### src/rtl/tape_fsk_pkg.sv
package tape_fsk_pkg;

  typedef enum logic [2:0] {
    ST_IDLE,
    ST_LEAD_A,
    ST_LEAD_B,
    ST_MARK_A,
    ST_MARK_B,
    ST_BIT_A,
    ST_BIT_B
  } wr_state_t;

  // Number of whole leader cycles that fit in the requested leader time.
  function automatic int leader_cycles(input int total_us, input int long_us,
                                       input int short_us);
    int n;
    n = total_us / (long_us + short_us);
    return (n < 1) ? 1 : n;
  endfunction

  function automatic int max2(input int a, input int b);
    return (a > b) ? a : b;
  endfunction

  // Inclusive-range test, taken before the address steps.
  function automatic logic range_last(input logic [31:0] cur,
                                      input logic [31:0] stop);
    return cur >= stop;
  endfunction

endpackage

### src/rtl/tape_phase_timer.sv
module tape_phase_timer #(
  parameter int TICKS_PER_US = 50,
  parameter int DW           = 10
) (
  input  logic          clk,
  input  logic          rst_n,
  input  logic          load,
  input  logic [DW-1:0] dur_us,
  output logic          expire
);
  localparam int PW = (TICKS_PER_US > 1) ? $clog2(TICKS_PER_US) : 1;

  logic [PW-1:0] presc;
  logic [DW-1:0] remain;
  logic          active;
  logic          us_stb;

  assign us_stb = active && (presc == PW'(TICKS_PER_US - 1));
  assign expire = us_stb && (remain == DW'(1));

  always_ff @(posedge clk) begin
    if (!rst_n) begin
      presc  <= '0;
      remain <= '0;
      active <= 1'b0;
    end else if (load) begin
      presc  <= '0;
      remain <= dur_us;
      active <= 1'b1;
    end else if (active) begin
      if (us_stb) begin
        presc  <= '0;
        remain <= remain - DW'(1);
        if (remain == DW'(1)) active <= 1'b0;
      end else begin
        presc <= presc + PW'(1);
      end
    end
  end

  // a running phase never has zero microseconds left
  a_r2_remain_live: assert property (@(posedge clk) disable iff (!rst_n)
    active |-> (remain != '0));

endmodule

### src/rtl/tape_addr_walker.sv
module tape_addr_walker #(
  parameter int AW = 16
) (
  input  logic          clk,
  input  logic          rst_n,
  input  logic          start_i,
  input  logic [AW-1:0] first_i,
  input  logic [AW-1:0] last_i,
  input  logic          load_byte,
  input  logic          advance,
  output logic          mem_rd,
  output logic [AW-1:0] mem_addr,
  output logic          is_last
);
  import tape_fsk_pkg::*;

  logic [AW-1:0] cur, stop, fetch_next;

  assign is_last = range_last(32'(cur), 32'(stop));

  always_ff @(posedge clk) begin
    if (!rst_n) begin
      cur        <= '0;
      stop       <= '0;
      fetch_next <= '0;
      mem_addr   <= '0;
      mem_rd     <= 1'b0;
    end else if (start_i) begin
      cur        <= first_i;
      stop       <= last_i;
      mem_addr   <= first_i;
      mem_rd     <= 1'b1;
      fetch_next <= first_i + AW'(1);
    end else if (load_byte) begin
      mem_addr   <= fetch_next;
      mem_rd     <= 1'b1;
      fetch_next <= fetch_next + AW'(1);
      if (advance) cur <= cur + AW'(1);
    end else begin
      mem_rd <= 1'b0;
    end
  end

  // read strobe lasts one cycle
  a_r10_rd_single: assert property (@(posedge clk) disable iff (!rst_n)
    mem_rd |=> !mem_rd);
  // the walk only steps while the range is unfinished
  a_r5_no_step_past_end: assert property (@(posedge clk) disable iff (!rst_n)
    advance |-> !is_last);

endmodule

### src/rtl/tape_fsk_writer.sv
module tape_fsk_writer #(
  parameter int AW            = 16,
  parameter int TICKS_PER_US  = 50,
  parameter int LEADER_US     = 10_000_000,
  parameter int LEAD_LONG_US  = 565,
  parameter int LEAD_SHORT_US = 455,
  parameter int MARK_US       = 385,
  parameter int ZERO_HALF_US  = 250,
  parameter int ONE_HALF_US   = 500
) (
  input  logic          clk,
  input  logic          rst_n,
  input  logic          cmd_valid,
  input  logic [AW-1:0] cmd_first,
  input  logic [AW-1:0] cmd_last,
  output logic          busy,
  output logic          done,
  output logic          mem_rd,
  output logic [AW-1:0] mem_addr,
  input  logic [7:0]    mem_data,
  output logic          tape_out
);
  import tape_fsk_pkg::*;

  localparam int LEAD_CYC = leader_cycles(LEADER_US, LEAD_LONG_US, LEAD_SHORT_US);
  localparam int LCW      = $clog2(LEAD_CYC + 1);
  localparam int DUR_MAX  = max2(max2(LEAD_LONG_US, LEAD_SHORT_US),
                                 max2(MARK_US, max2(ZERO_HALF_US, ONE_HALF_US)));
  localparam int DW       = $clog2(DUR_MAX + 1);

  wr_state_t     state, state_n;
  logic [LCW-1:0] lead_cnt;
  logic [2:0]    bit_idx;
  logic [7:0]    shreg, nxt_byte;
  logic          rd_q;
  logic [DW-1:0] dur;
  logic          tmr_load, phase_end, accept;
  logic          load_byte, advance, finish, last_byte;

  function automatic logic [DW-1:0] bit_dur(input logic b);
    return b ? DW'(ONE_HALF_US) : DW'(ZERO_HALF_US);
  endfunction

  assign accept = cmd_valid && (state == ST_IDLE);
  assign busy   = (state != ST_IDLE);

  tape_phase_timer #(.TICKS_PER_US(TICKS_PER_US), .DW(DW)) u_timer (
    .clk(clk), .rst_n(rst_n), .load(tmr_load), .dur_us(dur), .expire(phase_end)
  );

  tape_addr_walker #(.AW(AW)) u_walk (
    .clk(clk), .rst_n(rst_n), .start_i(accept), .first_i(cmd_first),
    .last_i(cmd_last), .load_byte(load_byte), .advance(advance),
    .mem_rd(mem_rd), .mem_addr(mem_addr), .is_last(last_byte)
  );

  always_comb begin
    state_n   = state;
    dur       = '0;
    tmr_load  = 1'b0;
    load_byte = 1'b0;
    advance   = 1'b0;
    finish    = 1'b0;
    unique case (state)
      ST_IDLE: if (cmd_valid) begin
        state_n = ST_LEAD_A; dur = DW'(LEAD_LONG_US); tmr_load = 1'b1;
      end
      ST_LEAD_A: if (phase_end) begin
        state_n = ST_LEAD_B; dur = DW'(LEAD_SHORT_US); tmr_load = 1'b1;
      end
      ST_LEAD_B: if (phase_end) begin
        tmr_load = 1'b1;
        if (lead_cnt == LCW'(LEAD_CYC - 1)) begin
          state_n = ST_MARK_A; dur = DW'(MARK_US);
        end else begin
          state_n = ST_LEAD_A; dur = DW'(LEAD_LONG_US);
        end
      end
      ST_MARK_A: if (phase_end) begin
        state_n = ST_MARK_B; dur = DW'(LEAD_SHORT_US); tmr_load = 1'b1;
      end
      ST_MARK_B: if (phase_end) begin
        state_n = ST_BIT_A; dur = bit_dur(nxt_byte[7]);
        tmr_load = 1'b1; load_byte = 1'b1;
      end
      ST_BIT_A: if (phase_end) begin
        state_n = ST_BIT_B; dur = bit_dur(shreg[7]); tmr_load = 1'b1;
      end
      ST_BIT_B: if (phase_end) begin
        if (bit_idx != 3'd7) begin
          state_n = ST_BIT_A; dur = bit_dur(shreg[6]); tmr_load = 1'b1;
        end else if (last_byte) begin
          state_n = ST_IDLE; finish = 1'b1;
        end else begin
          state_n = ST_BIT_A; dur = bit_dur(nxt_byte[7]);
          tmr_load = 1'b1; load_byte = 1'b1; advance = 1'b1;
        end
      end
      default: state_n = ST_IDLE;
    endcase
  end

  always_ff @(posedge clk) begin
    if (!rst_n) begin
      state    <= ST_IDLE;
      lead_cnt <= '0;
      bit_idx  <= '0;
      shreg    <= '0;
      nxt_byte <= '0;
      rd_q     <= 1'b0;
      done     <= 1'b0;
      tape_out <= 1'b0;
    end else begin
      state    <= state_n;
      done     <= finish;
      rd_q     <= mem_rd;
      tape_out <= tape_out ^ phase_end;
      if (rd_q) nxt_byte <= mem_data;
      if (accept) lead_cnt <= '0;
      else if (state == ST_LEAD_B && phase_end) lead_cnt <= lead_cnt + LCW'(1);
      if (load_byte) begin
        shreg   <= nxt_byte;
        bit_idx <= '0;
      end else if (state == ST_BIT_B && phase_end) begin
        shreg   <= {shreg[6:0], 1'b0};
        bit_idx <= bit_idx + 3'd1;
      end
    end
  end

  // level changes only at a timer expiry during a transfer
  a_r4_toggle_on_expire: assert property (@(posedge clk) disable iff (!rst_n)
    (tape_out != $past(tape_out)) |-> $past(phase_end && busy));
  // done comes with idle
  a_r7_done_idle: assert property (@(posedge clk) disable iff (!rst_n)
    done |-> !busy);
  // output level holds while idle
  a_r7_idle_hold: assert property (@(posedge clk) disable iff (!rst_n)
    !busy |=> $stable(tape_out));
  // a command during a transfer does not end it
  a_r8_busy_keeps: assert property (@(posedge clk) disable iff (!rst_n)
    (busy && cmd_valid && !finish) |=> busy);
  // a transfer finishes only on the last byte of the range
  a_r6_finish_last: assert property (@(posedge clk) disable iff (!rst_n)
    finish |-> last_byte);

endmodule

### config.mk
export PLATFORM = sky130hd
export DESIGN_NAME = tape_fsk_writer
export DESIGN_NICKNAME = d
export VERILOG_FILES = /design/src/rtl/tape_fsk_pkg.sv /design/src/rtl/tape_phase_timer.sv /design/src/rtl/tape_addr_walker.sv /design/src/rtl/tape_fsk_writer.sv
export SDC_FILE = /design/constraint.sdc
export NUM_CORES = 1
export LEC_CHECK = 0
export BUFFER_PORTS_ARGS = -buffer_cell sky130_fd_sc_hd__buf_4
export CAP_MARGIN = 10
export CORE_MARGIN = 3
export CORE_UTILIZATION = 40
export CTS_BUF_LIST = sky130_fd_sc_hd__clkbuf_2
export DETAILED_ROUTE_END_ITERATION = 6
export HOLD_SLACK_MARGIN = 0.05
export PLACE_DENSITY = 0.65
export SLEW_MARGIN = 10
export SYNTH_ARGS = -nofsm -noshare
export SYNTH_HDL_FRONTEND = slang
export SYNTH_SLANG_ARGS = --single-unit
### constraint.sdc
create_clock -name clk -period 3.66 [get_ports clk]
set_input_delay 0.549 -clock clk [delete_from_list [all_inputs] [get_ports clk]]
set_output_delay 0.549 -clock clk [all_outputs]
set_load 0.1 [all_outputs]
==> impl_metrics.env <==
export IMPL_status="finished clean"
export IMPL_dr_pass1_iters=5
export IMPL_slowest_delay_ps=670
export IMPL_power_density_nw_per_um2=378.0
export IMPL_hold_viol=0
export IMPL_postCtsResizedCells=0
export IMPL_cap_violations=0
export IMPL_insertion_delay_ps=710
export IMPL_power_uw=2898
export IMPL_slew_violations=0
export IMPL_leakage_uw=0.002837
export IMPL_clock_path_buffers=2
export IMPL_async_flop_share_pct=0
export IMPL_worst_slew_pin_slew_ps=1007
export IMPL_die_h_um=133.6
export IMPL_ys_seq_area_share_pct=37.21
export IMPL_port_buffers=62
export IMPL_synthesis_area_sq_um=6510
export IMPL_routed_wirelength_um=17190
export IMPL_fmax_mhz=307.4
export IMPL_place_inst=1072
export IMPL_row_count=46
export IMPL_drive_above_1_share_pct=13.60
export IMPL_setup_tns_final_ps=0
export IMPL_syn_inst=825
export IMPL_numCtsBuffers=17
export IMPL_layout_nets=968
export IMPL_via_per_inst=5.394
export IMPL_final_cell_mix="nand2_1, dfxtp_1, nor2_1"
export IMPL_min_period_ps=3253
export IMPL_setup_viol=0
export IMPL_ys_types=62
export IMPL_clockRootBuffer="clkbuf_2"
export IMPL_rsz0062_at_grt="false"
export IMPL_yosysWarnings=0
export IMPL_crit_fanout=33
export IMPL_dieWidth_um=133.6
export IMPL_ios=63
export IMPL_critPathTopFamily="simple AND/OR/NAND/NOR gates"
export IMPL_num_antenna_cells=0
export IMPL_num_vias=6084
export IMPL_start_util_pct=40.98
export IMPL_cp_common_cell="nand2_1"
export IMPL_hpwl_um=11940
export IMPL_stdcell_count=1128
export IMPL_clk_pin_slew_worst_paths_ps=190
export IMPL_fin_crit_sh_pct=88.88
export IMPL_worstSetupPathType="register to register"
export IMPL_synth_edf_count=0
export IMPL_area_growth_pct=17.80
export IMPL_cp_arrival_ps=3870
export IMPL_synth_main_ff_cell="dfxtp_1"
export IMPL_grt_pass1_vias=5587
export IMPL_cp_end_kind="register"
export IMPL_layout_commonest_cell="nand2_1"
export IMPL_cts_sinks=121
export IMPL_finClkSkew_ps=26.64
export IMPL_cp_slowest_cell="dfxtp_1"
export IMPL_cp_num_buf_inv=1
export IMPL_drcViolationCount=0
export IMPL_ys_ff_latch=121
export IMPL_core_area_sq_um=15890
export IMPL_cts_tree="done"
export IMPL_grtUsageTotal_pct=19.44
export IMPL_relSlewSlack_pct=32.78
export IMPL_wl_per_cell_um=15.24
export IMPL_routabilityCongestion=0.8096
export IMPL_h_tree_depth=4
export IMPL_antenna_left=0
export IMPL_syn_area_per_cell_sq_um=7.891
export IMPL_crit_path_start_kind="register"
export IMPL_synth_net_count=894
export IMPL_grt_max_degree=45
export IMPL_required_ps=4280
export IMPL_ir_drop_uv=202.4
export IMPL_die_area_sq_um=17840
export IMPL_grt_ovfl_total=0
export IMPL_drtIter0Drc=464
export IMPL_hold_path_class="primary input to register"
export IMPL_grt_pass1_wl_um=28250
export IMPL_antenna_found_initial=0
export IMPL_path_cells="or4b_4 -> nand2_1 -> nand2_1 -> ha_1 -> inv_1 -> nor4_1 -> o211ai_1 -> nand2b_1 -> nor3_1 -> xnor2_1 -> a21oi_1"
-- path summary, 6_finish.rpt --
path | endpoint | from | slack [ps] | cells after the start
worst max-delay path | u_walk.fetch_next[14] | state[1] | 410 | 11
worst min-delay path | u_walk.fetch_next[5] | cmd_first[5] | 150 | 4
worst max register to register | u_walk.fetch_next[14] | state[1] | 410 | 11
worst min register to register | shreg[0] | shreg[0] | 460 | 2
-- layout make-up --
type                            instances  area (sq um)
Multi-Input combinational cell        623          3777
Timing Repair Buffer                  101         818.3
Tap cell                              216         270.3
Sequential cell                       121          2422
Clock inverter                         13         153.9
Clock buffer                           19         95.09
Fill cell                            1603          8217
Inverter                               35         131.4
-- stage by stage --
stage / area [sq um] / util, % / hold WS [ps] / setup WS (ps)
finish: 7669 / 48.28 / 152.8 / 407.0
global route: 7669 / 48.28 / 97.14 / 128.6
CTS: 7669 / 48.28 / 55.55 / 454.7
detailed placement: 7179 / 45.20 / 446.5 / 455.0
global placement: 7179 / 45.20 / 442.1 / 577.8
floorplan: 6510 / - / 432.1 / 456.6
-- layer usage --
metal / wire, um / vias to the layer above / GRT usage (%) / share of wire [%]
met5: 0 / - / 0 / 0
met3: 665 / 27 / 4.381 / 3.9
met2: 8023 / 129 / 31.09 / 47
li1: - / 3101 / - / -
met1: 8187 / 2827 / 26.08 / 48
met4: 316 / 0 / 6.514 / 1.8
-- cell families after synthesis --
kind of cell / count (synthesis) / synth area share [%]
DFF: 121 / 37.21
AOI/OAI and AO/OA: 190 / 18.18
muxes: 20 / 3.094
and+or+nand+nor: 343 / 25.64
adders and majority gates: 26 / 4.997
buffers and inverters: 81 / 4.959
xor gates and xnor gates: 44 / 5.920
-- cell usage after synthesis, types with 3 or more instances --
library cell | number | area share [%]
a221oi_1 | 3 | 0.40
nor2_1 | 78 | 4.5
inv_1 | 35 | 2.0
nor4_1 | 6 | 0.58
a22oi_1 | 4 | 0.46
xor2_1 | 16 | 2.2
or3_1 | 8 | 0.77
mux2i_1 | 19 | 2.9
and2_1 | 5 | 0.48
buf_1 | 7 | 0.40
or4_1 | 12 | 1.4
nor2b_1 | 4 | 0.38
dfxtp_1 | 121 | 37
clkbuf_1 | 31 | 1.8
nand2b_1 | 5 | 0.48
o221ai_1 | 3 | 0.40
nor3_1 | 19 | 1.5
nand2_1 | 132 | 7.6
and3_1 | 8 | 0.77
xnor2_1 | 28 | 3.8
buf_2 | 6 | 0.46
a211oi_1 | 13 | 1.5
nand4_1 | 14 | 1.3
ha_1 | 26 | 5.0
o31ai_1 | 12 | 1.4
nor4b_1 | 5 | 0.67
a31oi_1 | 28 | 2.7
a21oi_1 | 51 | 3.9
a311oi_1 | 3 | 0.40
o21ai_0 | 50 | 3.8
nand3_1 | 31 | 2.4
-- repair_timing --
item                       CTS  global route
setup endpoints to repair    0             0
hold buffers                24             0
buffers inserted             0             0
hold endpoints to repair    24             0
-- report_power, final --
part,switching [uW],internal [uW],total (uW),leakage [uW]
logic,339,193,532,0.00171
clock network,526,379,905,0.000139
registers,73.4,1390,1460,0.000991
-- sequential cells by signal, indices dropped and copies added (netlist names), 6 cells and up --
signal,count
u_walk.cur,16
nxt_byte,8
u_walk.mem_addr,16
u_walk.stop,16
u_timer.presc,6
u_timer.remain,10
u_walk.fetch_next,16
lead_cnt,14
shreg,8
-- worst register-to-register path, cell delays in order (launching register included) --
cell	delay (ps)
dfxtp_1	670
or4b_4	480
nand2_1	100
nand2_1	100
ha_1	260
inv_1	130
nor4_1	510
o211ai_1	270
nand2b_1	240
nor3_1	190
xnor2_1	140
a21oi_1	80
Note: power is estimated with default switching activity, not from simulation.
